### src/rtl/msi_ring_pkg.sv
`timescale 1ns/1ps
package msi_ring_pkg;

  // register map
  localparam logic [2:0] REG_CTRL    = 3'd0;
  localparam logic [2:0] REG_BASE_HI = 3'd3;
  localparam logic [2:0] REG_BASE_LO = 3'd4;
  localparam logic [2:0] REG_RD_OFF  = 3'd5;
  localparam logic [2:0] REG_WR_OFF  = 3'd6;

  // control bit positions
  localparam int BIT_EN      = 0;
  localparam int BIT_OVF_SIG = 1;
  localparam int BIT_IRQ_EN  = 3;
  localparam int BIT_STOP    = 4;
  localparam int BIT_SIZE_LO = 8;
  localparam int BIT_OVF     = 16;

  // strobes from control to datapath
  typedef struct packed {
    logic acceptStb;  // message captured into the pending record
    logic dropStb;    // message discarded because the ring is full
    logic retireStb;  // pending record taken by memory
  } ringStrobes_t;

endpackage

### src/rtl/msi_ring_ctrl.sv
`timescale 1ns/1ps
module msi_ring_ctrl
  import msi_ring_pkg::*;
(
  input  logic         clk,
  input  logic         rstN,
  input  logic         msgValid,
  input  logic         memReady,
  input  logic         enable,
  input  logic         ringFull,
  input  logic         stopOnFull,
  output logic         msgReady,
  output logic         memValid,
  output ringStrobes_t strobes
);

  logic pending;
  logic take;

  // a message is taken only while idle and not stalled by a full ring
  assign msgReady = enable && !pending && !(ringFull && stopOnFull);
  assign take     = msgValid && msgReady;

  always_comb begin
    strobes.acceptStb = take && !ringFull;
    strobes.dropStb   = take && ringFull;
    strobes.retireStb = pending && memReady;
  end

  always_ff @(posedge clk or negedge rstN) begin
    if (!rstN) begin
      pending <= 1'b0;
    end else if (strobes.retireStb) begin
      pending <= 1'b0;
    end else if (strobes.acceptStb) begin
      pending <= 1'b1;
    end
  end

  assign memValid = pending;

endmodule

### src/rtl/msi_ring_dp.sv
`timescale 1ns/1ps
module msi_ring_dp
  import msi_ring_pkg::*;
#(
  parameter int MIN_SHIFT = 15,
  parameter int NUM_W     = 16,
  parameter int REC_BYTES = 16
) (
  input  logic                   clk,
  input  logic                   rstN,
  input  logic [2:0]             regAddr,
  input  logic                   regWrEn,
  input  logic [31:0]            regWrData,
  output logic [31:0]            regRdData,
  input  logic [NUM_W-1:0]       msgNum,
  input  ringStrobes_t           strobes,
  output logic [63:0]            memAddr,
  output logic [REC_BYTES*8-1:0] memData,
  output logic                   irqOut,
  output logic                   enable,
  output logic                   irqEnable,
  output logic                   stopOnFull,
  output logic                   ringFull
);

  localparam int OFF_W = MIN_SHIFT + 3;
  localparam int MEM_W = REC_BYTES * 8;
  localparam logic [OFF_W-1:0] REC_LOW  = OFF_W'(REC_BYTES - 1);
  localparam logic [OFF_W-1:0] REC_STEP = OFF_W'(REC_BYTES);
  localparam logic [OFF_W-1:0] ALL_ONES = '1;

  logic             ctlEn, ctlOvfSig, ctlIrqEn, ctlStop, overflow;
  logic [1:0]       ctlSize;
  logic [31:0]      baseHi, baseLo;
  logic [OFF_W-1:0] rdOffRaw, wrOffRaw;
  logic [NUM_W-1:0] recNum;

  logic [OFF_W-1:0] sizeMask, rdOff, wrOff, nextWr;
  logic [31:0]      ctrlWord, rdMux;

  // offset mask for the selected ring size, record-aligned
  assign sizeMask = (ALL_ONES >> (2'd3 - ctlSize)) & ~REC_LOW;
  assign rdOff    = rdOffRaw & sizeMask;
  assign wrOff    = wrOffRaw & sizeMask;
  assign nextWr   = (wrOff + REC_STEP) & sizeMask;
  assign ringFull = (nextWr == rdOff);

  assign enable     = ctlEn;
  assign irqEnable  = ctlIrqEn;
  assign stopOnFull = ctlStop;

  // control register and overflow flag
  always_ff @(posedge clk or negedge rstN) begin
    if (!rstN) begin
      ctlEn     <= 1'b0;
      ctlOvfSig <= 1'b0;
      ctlIrqEn  <= 1'b0;
      ctlStop   <= 1'b0;
      ctlSize   <= 2'd0;
      overflow  <= 1'b0;
    end else begin
      if (regWrEn && regAddr == REG_CTRL) begin
        ctlEn     <= regWrData[BIT_EN];
        ctlOvfSig <= regWrData[BIT_OVF_SIG];
        ctlIrqEn  <= regWrData[BIT_IRQ_EN];
        ctlStop   <= regWrData[BIT_STOP];
        ctlSize   <= regWrData[BIT_SIZE_LO +: 2];
        if (regWrData[BIT_OVF]) overflow <= 1'b0;
      end
      if (strobes.dropStb) overflow <= 1'b1;
    end
  end

  // base address and offsets
  always_ff @(posedge clk or negedge rstN) begin
    if (!rstN) begin
      baseHi   <= '0;
      baseLo   <= '0;
      rdOffRaw <= '0;
      wrOffRaw <= '0;
    end else begin
      if (regWrEn && regAddr == REG_BASE_HI) baseHi <= regWrData;
      if (regWrEn && regAddr == REG_BASE_LO) baseLo <= regWrData;
      if (regWrEn && regAddr == REG_RD_OFF)
        rdOffRaw <= regWrData[OFF_W-1:0] & ~REC_LOW;
      if (strobes.retireStb) wrOffRaw <= nextWr;
    end
  end

  // pending record contents
  always_ff @(posedge clk or negedge rstN) begin
    if (!rstN) begin
      recNum <= '0;
    end else if (strobes.acceptStb) begin
      recNum <= msgNum;
    end
  end

  assign memAddr = {baseHi, baseLo} + {{(64-OFF_W){1'b0}}, wrOff};
  assign memData = {{(MEM_W-32){1'b1}}, {(32-NUM_W){1'b0}}, recNum};

  // read path
  assign ctrlWord = {15'b0, overflow, 6'b0, ctlSize, 3'b0, ctlStop,
                     ctlIrqEn, 1'b0, ctlOvfSig, ctlEn};

  always_comb begin
    case (regAddr)
      REG_CTRL:    rdMux = ctrlWord;
      REG_BASE_HI: rdMux = baseHi;
      REG_BASE_LO: rdMux = baseLo;
      REG_RD_OFF:  rdMux = 32'(rdOff);
      REG_WR_OFF:  rdMux = 32'(wrOff);
      default:     rdMux = '0;
    endcase
  end

  always_ff @(posedge clk or negedge rstN) begin
    if (!rstN) regRdData <= '0;
    else       regRdData <= rdMux;
  end

  assign irqOut = ctlEn && ctlIrqEn &&
                  ((wrOff != rdOff) || (ctlOvfSig && overflow));

endmodule

### src/rtl/msi_ring_writer.sv
`timescale 1ns/1ps
module msi_ring_writer
  import msi_ring_pkg::*;
#(
  parameter int MIN_SHIFT = 15,
  parameter int NUM_W     = 16,
  parameter int REC_BYTES = 16
) (
  input  logic                   clk,
  input  logic                   rstN,
  input  logic [2:0]             regAddr,
  input  logic                   regWrEn,
  input  logic [31:0]            regWrData,
  output logic [31:0]            regRdData,
  input  logic                   msgValid,
  input  logic [31:0]            msgData,
  output logic                   msgReady,
  output logic                   memValid,
  input  logic                   memReady,
  output logic [63:0]            memAddr,
  output logic [REC_BYTES*8-1:0] memData,
  output logic                   irqOut
);

  ringStrobes_t strobes;
  logic enBit, irqEnBit, stopBit, fullFlag;
  logic unusedMsgHi;

  assign unusedMsgHi = ^msgData[31:NUM_W];

  msi_ring_ctrl u_ctrl (
    .clk        (clk),
    .rstN       (rstN),
    .msgValid   (msgValid),
    .memReady   (memReady),
    .enable     (enBit),
    .ringFull   (fullFlag),
    .stopOnFull (stopBit),
    .msgReady   (msgReady),
    .memValid   (memValid),
    .strobes    (strobes)
  );

  msi_ring_dp #(
    .MIN_SHIFT (MIN_SHIFT),
    .NUM_W     (NUM_W),
    .REC_BYTES (REC_BYTES)
  ) u_dp (
    .clk        (clk),
    .rstN       (rstN),
    .regAddr    (regAddr),
    .regWrEn    (regWrEn),
    .regWrData  (regWrData),
    .regRdData  (regRdData),
    .msgNum     (msgData[NUM_W-1:0]),
    .strobes    (strobes),
    .memAddr    (memAddr),
    .memData    (memData),
    .irqOut     (irqOut),
    .enable     (enBit),
    .irqEnable  (irqEnBit),
    .stopOnFull (stopBit),
    .ringFull   (fullFlag)
  );

endmodule

### config.mk
export PLATFORM = sky130hd
export DESIGN_NAME = msi_ring_writer
export DESIGN_NICKNAME = d
export VERILOG_FILES = /design/src/rtl/msi_ring_pkg.sv /design/src/rtl/msi_ring_ctrl.sv /design/src/rtl/msi_ring_dp.sv /design/src/rtl/msi_ring_writer.sv
export SDC_FILE = /design/constraint.sdc
export NUM_CORES = 1
export LEC_CHECK = 0
export ABC_CLOCK_PERIOD_IN_PS = 3500
export BUFFER_PORTS_ARGS = -buffer_cell sky130_fd_sc_hd__buf_4
export CAP_MARGIN = 15
export CORE_UTILIZATION = 47
export CTS_CLUSTER_DIAMETER = 60
export DETAILED_ROUTE_END_ITERATION = 6
export GPL_ROUTABILITY_DRIVEN = 1
export HOLD_SLACK_MARGIN = 0.08
export PLACE_DENSITY_LB_ADDON = 0.12
export SYNTH_ARGS = -nofsm -noshare
export SYNTH_HDL_FRONTEND = slang
export SYNTH_SLANG_ARGS = --single-unit
export TNS_END_PERCENT = 1
### constraint.sdc
create_clock -name clk -period 3.5 [get_ports clk]
set_clock_uncertainty 0.2 [all_clocks]
set_input_delay 0.525 -clock clk [delete_from_list [all_inputs] [get_ports clk]]
set_output_delay 0.525 -clock clk [all_outputs]
set_load 0.03 [all_outputs]
==> reports/results.md, run 1 <==
| Quantity | Reported | Unit |
| --- | --- | --- |
| First-pass GRT wire length | 37,900 | um |
| Diodes inserted | 0 | - |
| Count of nets after finishing | 1,167 | - |
| Simple-Gate Fraction of Synth Area | 12.1 | % |
| Area grow syn2layout | 26.1 | % |
| Clock Root Buffer | clkbuf_16 | - |
| Remaining DRCs | 0 | - |
| Number of H-tree levels | 4 | - |
| X dimension of the die | 141 | um |
| Most used flip-flop cell after synthesis | dfrtp_1 | - |
| Synthesized netlist cell count | 875 | - |
| Highest clock frequency the design can meet | 260 | MHz |
| Crit end category | output pin | - |
| Xor-xnor portion of the synthesized cell area | 8.76 | % |
| CTS tree | built | - |
| Sum Neg Setup Slack | -7380 | ps |
| Final weighted congestion of routability-driven global placement | 0.880 | - |
| FF-to-FF Start | u_dp.wrOffRaw[6] | - |
| Flip-flop and latch count after synthesis | 148 | - |
| Number of violations reported at the end of detailed-routing iteration 0 | 387 | - |
| Worst setup SP type | flip-flop | - |
| Final core area utilization | 60.9 | % |
| Most common library cells after synthesis | 148 x dfrtp_1, 117 x buf_4, 88 x mux2_2 | - |
| Fin. max-slew vios | 0 | - |
| Share of layout cells above drive strength 1 | 37.9 | % |
| Minimum period implied by the final worst setup slack | 3850 | ps |
| Detailed-routing iteration count for the pre-antenna-repair pass | 4 | - |
| Library cell occupying the most area in the post-synthesis netlist | dfrtp_1 | - |
| Mean instance size in the synthesized netlist | 10.4 | um2 |
| Die Outline Area | 0.0199 | mm2 |
| Outcome | complete, but fails checks | - |
| Detailed-route vias per instance | 5.15 | - |
| Number of clock sinks seen by CTS | 148 | - |
| Depth of the worst register-to-register path | 9 | - |
| Detailed-route via count | 6,965 | - |
| Multiplexer share of the synthesized area | 14.4 | % |
| WL final | 24,100 | um |
| CTS Buf Count | 17 | - |
| Final worst-path cycle share | 110 | % |
| Arrival time of data at the critical path endpoint | 3130 | ps |
| Post-CTS Setup Inserts | 0 | - |
| Starting density of the core | 48.3 | % |
| Final-report hold violation count | 0 | - |
| Hold Crit Class | input port to flip-flop | - |
| PortBufs | 170 | - |
| Number of global-route vias before repair | 6,729 | - |
| FF-to-FF setup slack | 620 | ps |
| Leakage power summed over all cells | 5.39 | nW |
| Site Rows | 50 | - |
| Instance count after placement with tap cells included | 1,319 | - |
| CTS clk-pin slew, worst paths | 60 | ps |
| I/O pin count | 299 | - |
| Actual slew at the worst max-slew pin | 734 | ps |
| Total global routing track utilization | 25.1 | % |
| Post-route insts no fill | 1,352 | - |
| Finished layout cell area | 0.0115 | mm2 |
| Worst setup path class | flip-flop to output pin | - |
| DIE HEIGHT | 141 | um |
| Share of synthesized area occupied by flip-flops and latches | 40.7 | % |
| Number of synthesized flops with an enable pin | 0 | - |
| Failing checks | setup timing | - |
| Core Region | 0.0188 | mm2 |
| Area post-placement | 0.0106 | mm2 |
| Cells on Worst Hold Path | 2 | - |
| Remaining global-route overflow | 0 | - |
| Dominant combinational cell family by area after synthesis | multiplexers | - |
| Required time reported for the critical path endpoint | 2770 | ps |
| Maxcap violations | 0 | - |
| Min-delay src | memReady | - |
| RSZ-0062 raised after global routing | yes | - |
| Power density relative to cell area | 659 | mW/mm2 |
| Peak fanout along the critical path | 3 | - |
| Drt wl/cell | 17.8 | um |
| Endpoint of the worst-slack reg-to-reg timing path | u_dp.recNum[2] | - |
| FFs w/ async S/R, synth | 100 | % |
| Worst slew margin relative to its limit | 50.9 | % |
| Synth Area in Compound Gates | 9.69 | % |
| Cell with the most instances after synthesis | dfrtp_1 | - |
| Pin count of the biggest net entering global routing | 64 | - |
| Count of antenna-violating nets left after detailed routing | 0 | - |
| Top cell type's share of synthesized area | 40.7 | % |
| Cell area after synthesis | 0.00910 | mm2 |
| Ranking of synthesized cells by area | dfrtp_1 41%, mux2_2 11%, buf_4 9.7% | - |
| Worst IR Drop VDD | 0.452 | mV |
| HPWL after detailed placement | 17,700 | um |
| Post-synthesis cell type count | 62 | - |
| Fin worst setup slack | -352 | ps |
| Number of antenna violations at the first check in global routing | 0 | - |
| Longest Clk Path Bufs | 2 | - |
| Setup-failing EPs final | 48 | - |
| Adder-cell share of the synthesized area | 2.28 | % |
| Yosys synthesis warning count | 0 | - |
| Clk_lat worst skew | 430 | ps |
| Hold worst-path end | u_ctrl.memValid | - |
[layout by cell type (no fill, tap or decap), types with 10 or more instances in the layout]
| cell type | count |
|---|---|
| ha_1 | 12 |
| xor2_1 | 27 |
| mux2i_1 | 18 |
| xnor2_2 | 10 |
| nand2b_1 | 10 |
| buf_6 | 12 |
| buf_4 | 217 |
| nand3_1 | 26 |
| a22o_1 | 24 |
| dfrtp_1 | 147 |
| nor2_1 | 34 |
| xnor2_1 | 52 |
| nand2_1 | 51 |
| clkbuf_16 | 17 |
| mux2_2 | 88 |
| inv_1 | 13 |
| conb_1 | 112 |
| a21oi_1 | 21 |
| o21ai_0 | 31 |
| nand4_1 | 25 |
[cell type report]
class                           instances  area, um2
Timing Repair Buffer                  232       1810
Inverter                               13       48.8
Clock inverter                         13        161
Tap cell                              260        325
Fill cell                            1594       7360
Clock buffer                           19        453
Multi-Input combinational cell        667       4970
Sequential cell                       148       3700
[stage by stage]
| step | hold slack [ps] | setup WS [ps] | power, mW |
|---|---|---|---|
| floorplan | 29.4 | 18.6 | 4.55 |
| finish | 89.2 | -352 | 7.56 |
| global placement | 283 | -140 | 5.54 |
| CTS | 83.3 | -338 | 7.57 |
| detailed placement | 293 | -106 | 5.56 |
| global route | 88.4 | -477 | 7.92 |
[repair_timing]
| action | CTS | global route |
|---|---|---|
| hold endpoints to repair | 53 | 0 |
| hold buffers | 1 | 0 |
| gates resized for setup | 34 | 9 |
| pin swaps | 16 | 5 |
| endpoints found under the setup margin | 48 | 50 |
| cloned | 0 | 0 |
[cell families after synthesis]
group | after synthesis
other cells | 2
flops | 148
xor+xnor | 91
simple gates | 207
compound gates | 126
fa+ha+maj | 16
buf+inv | 170
mux | 115
[where the power goes]
| part | internal (mW) | switching, mW |
|---|---|---|
| sequential | 2.09 | 0.387 |
| clock | 1.11 | 0.807 |
| combinational | 1.31 | 1.85 |
[critical path, stage by stage (launching register included)]
cell      delay, ps
dfrtp_2         360
ha_1            160
inv_1            60
fa_2            380
nand2b_4        170
a211oi_2        170
buf_4           140
o21a_1          140
o21ai_2         110
o21a_1          230
buf_4           160
buf_4           150
nor2_2          110
xor2_1          150
buf_4           190
[routing by layer]
layer	track usage [%]	routed length [um]
met5	0	0
met4	10.0	669
met3	4.35	1270
met2	40.6	11500
met1	33.5	10700
[sequential cells by signal (all words and copies together) (netlist names), 2 cells and up]
| name | count |
|---|---|
| u_dp.baseHi | 32 |
| u_dp.baseLo | 32 |
| u_dp.ctlSize | 2 |
| u_dp.rdOffRaw | 14 |
| u_dp.recNum | 16 |
| u_dp.regRdData | 32 |
| u_dp.wrOffRaw | 14 |
[how the worst max path moves through the flow]
stage,start,to,slack [ps]
after floorplan,u_dp.wrOffRaw[4],memAddr[46],20
after global placement,u_dp.wrOffRaw[4],memAddr[46],-140
after detailed placement,u_dp.wrOffRaw[4],memAddr[46],-110
after CTS,u_dp.wrOffRaw[4],memAddr[46],-340
after global routing,u_dp.wrOffRaw[4],memAddr[56],-480
final,u_dp.wrOffRaw[4],memAddr[40],-350
No activity file was read; power rests on OpenSTA's default activity.
==> run 2: changes to the inputs <==
==> constraint.sdc (replaced) <==
create_clock -name clk -period 3.5 [get_ports clk]
set_clock_uncertainty 0.2 [all_clocks]
set_input_delay 0.525 -clock clk [delete_from_list [all_inputs] [get_ports clk]]
set_output_delay 0.525 -clock clk [all_outputs]
set_load 0.02 [all_outputs]
==> run 2 against run 1 <==
The flow still finishes with violations (setup timing); sequential power about the same; final area decreased by 0.14%; sequential share of layout area about the same; worst hold slack improved by 28 ps; power down 6.2%; clock power decreased by 7%; worst setup slack better by 96 ps; largest cell class unchanged.
==> reports/results.md, run 2 (synthesized netlist as in run 1, its figures left out) <==
| Quantity | Reported | Unit |
| --- | --- | --- |
| Outcome | complete, but fails checks | - |
| Failing checks | setup timing | - |
| Actual slew at the worst max-slew pin | 753 | ps |
| DIE HEIGHT | 141 | um |
| Most frequent cells in the layout | 216 x buf_4, 147 x dfrtp_1, 112 x conb_1 | - |
| Setup-failing EPs final | 25 | - |
| Number of clock sinks seen by CTS | 148 | - |
| Area post-placement | 0.0105 | mm2 |
| Count of nets after finishing | 1,159 | - |
| Cells on Worst Hold Path | 3 | - |
| Drt wl/cell | 18.2 | um |
| Worst slew margin relative to its limit | 49.8 | % |
| Fin worst setup slack | -256 | ps |
| Finished layout cell area | 0.0115 | mm2 |
| Core Region | 0.0188 | mm2 |
| Switching power of the nets | 2.67 | mW |
| Launching element of the worst setup path | u_dp.wrOffRaw[4] | - |
| Number of global-route vias before repair | 6,614 | - |
| Final worst-path cycle share | 107 | % |
| Site Rows | 50 | - |
| Crit end category | output pin | - |
| Number of violations reported at the end of detailed-routing iteration 0 | 388 | - |
| HPWL after detailed placement | 17,800 | um |
| Switching share of power | 37.7 | % |
| First-pass GRT wire length | 37,700 | um |
| Final weighted congestion of routability-driven global placement | 0.896 | - |
| FF-to-FF Start | u_dp.wrOffRaw[10] | - |
| Clk_lat worst skew | 430 | ps |
| Total of fill cells in the finished design | 1,632 | - |
| RSZ-0062 raised after global routing | yes | - |
| FF-to-FF setup slack | 610 | ps |
| Peak fanout along the critical path | 4 | - |
| Top routing layer in use | met4 | - |
| Commonest non-fill, non-tap cell in the layout | buf_4 | - |
| Number of antenna violations at the first check in global routing | 0 | - |
| Final-report hold violation count | 0 | - |
| Maxcap violations | 0 | - |
| Sequential cell fraction of total power | 35.3 | % |
| Leakage power summed over all cells | 5.36 | nW |
| Remaining DRCs | 0 | - |
| Crit-path most repeated cell | buf_4 | - |
| Internal cell power | 4.41 | mW |
| WL final | 24,400 | um |
| Detailed-route vias per instance | 5.20 | - |
| Combinational power share | 39.5 | % |
| Worst setup SP type | flip-flop | - |
| Power share of the clock group | 25.2 | % |
| Detailed-route via count | 6,993 | - |
| Minimum period implied by the final worst setup slack | 3760 | ps |
| Area grow syn2layout | 25.9 | % |
| Worst IR Drop VDD | 0.373 | mV |
| Critical Path Max Stage Delay | 370 | ps |
| Overall Power | 7.09 | mW |
| CTS Buf Count | 17 | - |
| Detailed-routing iteration count for the pre-antenna-repair pass | 5 | - |
| Highest clock frequency the design can meet | 266 | MHz |
| Depth of the worst register-to-register path | 9 | - |
| Total global routing track utilization | 25.2 | % |
| Clock Root Buffer | clkbuf_16 | - |
| Share of layout cells above drive strength 1 | 39.1 | % |
| Power density relative to cell area | 619 | mW/mm2 |
| Fin. max-slew vios | 0 | - |
| CTS tree | built | - |
| Pin count of the biggest net entering global routing | 81 | - |
| CTS clk-pin slew, worst paths | 60 | ps |
| PortBufs | 170 | - |
| Registers with the most flip-flops | u_dp.baseHi (32), u_dp.baseLo (32), u_dp.regRdData (32) | - |
| Required time reported for the critical path endpoint | 2770 | ps |
| Met3 wire length | 1470 | um |
| Arrival time of data at the critical path endpoint | 3030 | ps |
| Die Outline Area | 0.0199 | mm2 |
| Slowest stage cell on the critical path | dfrtp_1 | - |
| Worst setup path class | flip-flop to output pin | - |
| Wire length on met1 | 11,300 | um |
| X dimension of the die | 141 | um |
| Cells traversed along the worst timing path | ha_2 -> inv_2 -> fa_2 -> nand2b_4 -> a211oi_2 -> o21a_1 -> o21ai_1 -> buf_4 -> o21a_4 -> nor4bb_4 -> xor2_1 -> buf_4 | - |
| Post-route insts no fill | 1,344 | - |
| Count of antenna-violating nets left after detailed routing | 0 | - |
| Instance count after placement with tap cells included | 1,308 | - |
| Timing endpoint of the critical path | memAddr[46] | - |
| Met2 routed WL | 11,300 | um |
| Starting density of the core | 48.3 | % |
| Hold Crit Class | input port to flip-flop | - |
| Endpoint of the worst-slack reg-to-reg timing path | u_dp.recNum[2] | - |
| I/O pin count | 299 | - |
| Number of H-tree levels | 4 | - |
| Longest Clk Path Bufs | 2 | - |
| Diodes inserted | 0 | - |
| Remaining global-route overflow | 0 | - |
[run 2: cell count changes in the layout (fill, tap and decap cells not counted), sizes merged]
cell      before  now
clkbuf        19   20
buf          231  223
clkinvlp       0    3
bufinv         2    1
inv           20   17
[run 2: power groups by stage]
stage / Clock [mW] / Sequential (mW) / Combinational (mW)
2_1_floorplan: 0 / 2.57 / 1.64
3_3_place_gp: 0 / 2.49 / 2.68
3_5_place_dp: 0 / 2.50 / 2.70
4_1_cts: 1.82 / 2.48 / 2.75
5_1_grt: 1.89 / 2.55 / 3.00
6_report: 1.79 / 2.50 / 2.80
[run 2: layout make-up]
| cell class | instances | area [um2] | area share (%) |
|---|---|---|---|
| Multi-Input combinational cell | 667 | 5080 | 44.3 |
| Sequential cell | 148 | 3700 | 32.3 |
| Timing Repair Buffer | 224 | 1720 | 15.0 |
| Clock buffer | 20 | 457 | 3.99 |
| Tap cell | 260 | 325 | 2.84 |
| Clock inverter | 12 | 121 | 1.06 |
| Inverter | 13 | 48.8 | 0.426 |
[run 2: timing repair]
action                                  4_1_cts  5_1_grt
cloned                                        0        0
buffers inserted                              1        2
pin swaps                                    10       13
resized for setup                            33       32
hold buffers                                  1        0
endpoints found under the setup margin       47       49
hold endpoints to repair                     78        0
[run 2: through the flow]
stage          setup TNS, ps  setup WS [ps]  utilization [%]  hold slack, ps
3_5_place_dp               0           52.9             55.9             295
5_1_grt                -7430           -404             60.8             105
4_1_cts                -3580           -249             59.9             109
2_1_floorplan              0           33.8                -            29.4
3_3_place_gp               0           47.6             55.9             289
6_report               -3080           -256             60.8             117
[run 2: worst min-delay path by stage]
stage | end | slack, ps | startpoint
2_1_floorplan | u_ctrl.memValid | 30 | rstN
3_3_place_gp | u_dp.recNum[15] | 290 | u_dp.recNum[15]
3_5_place_dp | u_dp.recNum[12] | 290 | u_dp.recNum[12]
4_1_cts | u_dp.baseLo[24] | 110 | regWrData[24]
5_1_grt | u_dp.recNum[8] | 110 | msgData[8]
6_report | u_dp.baseLo[24] | 120 | regWrData[24]
[run 2: layer usage]
layer	up-vias	GRT usage [%]
met5	-	0
li1	3237	-
met2	277	38.3
met3	23	4.72
met4	0	7.67
met1	3456	36.3
[run 2: critical path: cells and delay by family, from the launching register on]
kind / cells / cell delay [ps]
XOR/XNOR: 1 / 230
buffers and inverters: 3 / 380
adder cells (fa/ha/maj): 2 / 550
AO/OA/AOI/OAI: 4 / 610
AND/OR/NAND/NOR: 2 / 450
flip-flops: 1 / 370
==> run 3: changes to the inputs <==
- REMOVE_ABC_BUFFERS: unset -> 1
==> run 3 against run 2 <==
The run still ends with setup timing left; critical path type unchanged; utilization down 0.25 points; critical path depth is the same; power up 1.7%; non-clock buffer count up 3; combinational power hardly changed; critical endpoint is now memAddr[56]; highest routed layer unchanged; worst setup slack got worse by 84 ps.
==> reports/results.md, run 3 (synthesized netlist as in run 1, its figures left out) <==
| Quantity | Reported | Unit |
| --- | --- | --- |
| Count of nets after finishing | 1,162 | - |
| FF-to-FF setup slack | 450 | ps |
| Area taken by flip-flops and latches | 0.00370 | mm2 |
| Area grow syn2layout | 25.4 | % |
| Remaining DRCs | 0 | - |
| Detailed-route vias per instance | 5.22 | - |
| Registers with the most flip-flops | u_dp.baseHi (32), u_dp.baseLo (32), u_dp.regRdData (32) | - |
| Arrival time of data at the critical path endpoint | 3120 | ps |
| Number of antenna violations at the first check in global routing | 0 | - |
| Failing checks | setup timing | - |
| Diodes inserted | 0 | - |
| Slowest stage cell on the critical path | dfrtp_1 | - |
| Highest clock frequency the design can meet | 260 | MHz |
| Commonest non-fill, non-tap cell in the layout | buf_4 | - |
| I/O pin count | 299 | - |
| CTS Buf Count | 17 | - |
| Longest Clk Path Bufs | 2 | - |
| Maxcap violations | 0 | - |
| HPWL after detailed placement | 17,500 | um |
| Detailed-routing iteration count for the pre-antenna-repair pass | 5 | - |
| Fin worst setup slack | -340 | ps |
| Required time reported for the critical path endpoint | 2770 | ps |
| PortBufs | 170 | - |
| Hold worst-path end | u_ctrl.memValid | - |
| Number of violations reported at the end of detailed-routing iteration 0 | 540 | - |
| Count of antenna-violating nets left after detailed routing | 0 | - |
| Post-route insts no fill | 1,346 | - |
| Drt wl/cell | 17.9 | um |
| Starting density of the core | 48.3 | % |
| Minimum period implied by the final worst setup slack | 3840 | ps |
| Crit end category | output pin | - |
| Total of fill cells in the finished design | 1,634 | - |
| Clock Root Buffer | clkbuf_16 | - |
| Site Rows | 50 | - |
| Peak fanout along the critical path | 4 | - |
| Share of layout cells above drive strength 1 | 37.7 | % |
| Setup-failing EPs final | 40 | - |
| Critical Path Max Stage Delay | 400 | ps |
| Total global routing track utilization | 24.9 | % |
| Outcome | complete, but fails checks | - |
| CTS tree | built | - |
| Cells on Worst Hold Path | 2 | - |
| RSZ-0062 raised after global routing | yes | - |
| Core Region | 0.0188 | mm2 |
| CTS clk-pin slew, worst paths | 60 | ps |
| WL final | 24,200 | um |
| Min-delay src | memReady | - |
| Final-report hold violation count | 0 | - |
| DIE HEIGHT | 141 | um |
| Number of clock sinks seen by CTS | 148 | - |
| Hold Crit Class | input port to flip-flop | - |
| Final core area utilization | 60.6 | % |
| Clk_lat worst skew | 430 | ps |
| Leakage power summed over all cells | 5.35 | nW |
| Most frequent cells in the layout | 218 x buf_4, 148 x dfrtp_1, 112 x conb_1 | - |
| Die Outline Area | 0.0199 | mm2 |
| Final worst-path cycle share | 110 | % |
| Kind of cell with the highest combined delay on the critical path | compound AO/OA/AOI/OAI gates | - |
| Remaining global-route overflow | 0 | - |
| Number of global-route vias before repair | 6,718 | - |
| Instance count after placement with tap cells included | 1,312 | - |
| Worst setup path class | flip-flop to output pin | - |
| Worst IR Drop VDD | 0.418 | mV |
| Depth of the worst register-to-register path | 11 | - |
| Multi-input logic area | 0.00496 | mm2 |
| Minimum hold slack | 101 | ps |
| X dimension of the die | 141 | um |
| FF-to-FF Start | u_dp.wrOffRaw[4] | - |
| Endpoint of the worst-slack reg-to-reg timing path | u_dp.recNum[3] | - |
| Power density relative to cell area | 632 | mW/mm2 |
| Fin. max-slew vios | 0 | - |
| Actual slew at the worst max-slew pin | 770 | ps |
| Final weighted congestion of routability-driven global placement | 0.903 | - |
| Cell depth of the worst setup path | 12 | - |
| Detailed-route via count | 7,024 | - |
| Number of H-tree levels | 4 | - |
| Count of buffer and inverter cells on the critical path | 3 | - |
| Pin count of the biggest net entering global routing | 81 | - |
| Crit-path most repeated cell | buf_4 | - |
| Worst setup SP type | flip-flop | - |
| Cells traversed along the worst timing path | ha_4 -> inv_2 -> fa_2 -> nand2b_4 -> a211oi_2 -> o21a_1 -> o21ai_2 -> buf_4 -> o31a_1 -> nor3_2 -> xor2_1 -> buf_4 | - |
| First-pass GRT wire length | 37,500 | um |
| Worst slew margin relative to its limit | 48.7 | % |
run 3: changes by cell type in the layout (fill, tap and decap cells not counted), moves of 3 or more:
cell        previous run  this run
bufinv_16              1         4
clkinvlp_4             3         0
ha_1                   8        11
nand3_1               22        26
nand3_2                4         1
xnor2_1               48        57
xnor2_2               15         6
run 3: metal layers:
metal	track usage, %	vias to the layer above	wire, um
met5	0	-	0
li1	-	3242	-
met2	39.6	290	11300
met1	34.3	3466	10900
met4	6.98	0	340
met3	5.16	26	1600
run 3: worst max path at each step:
stage                  end        startpoint
2_1_floorplan  memAddr[26]  u_dp.wrOffRaw[4]
3_3_place_gp   memAddr[36]  u_dp.wrOffRaw[4]
3_5_place_dp   memAddr[36]    u_dp.baseLo[4]
4_1_cts        memAddr[46]    u_dp.baseLo[4]
5_1_grt        memAddr[56]    u_dp.baseLo[4]
6_report       memAddr[56]  u_dp.wrOffRaw[4]
run 3: layout make-up:
| class | count | area share (%) |
|---|---|---|
| clock buffers | 19 | 3.88 |
| clock inverters | 12 | 1.57 |
| inverters | 13 | 0.428 |
| multi-input cells | 667 | 43.4 |
| flip-flops and latches | 148 | 32.5 |
| well taps | 260 | 2.85 |
| repair buffers | 227 | 15.4 |
run 3: power by group:
part	switching (mW)	leakage (nW)	internal (mW)
sequential	0.396	1.84	2.09
combinational	1.50	3.20	1.27
clock	0.740	0.308	1.21
total	2.63	5.35	4.57
run 3: per-stage QoR:
stage / total power [mW] / area [um2] / TNS, ps / worst slack, ps
after CTS: 7.21 / 11300 / -6620 / -325
after global routing: 7.57 / 11400 / -12380 / -477
final: 7.21 / 11400 / -6240 / -340
after floorplan: 4.04 / 8470 / -6130 / -466
after detailed placement: 5.16 / 10500 / -1680 / -203
after global placement: 5.13 / 10500 / -1210 / -198
run 3: what timing repair did:
item | CTS | global route
pin swaps | 21 | 7
gates resized for setup | 38 | 15
hold endpoints to repair | 78 | 0
hold buffers | 1 | 0
buffers inserted | 2 | 0
setup endpoints to repair | 48 | 50
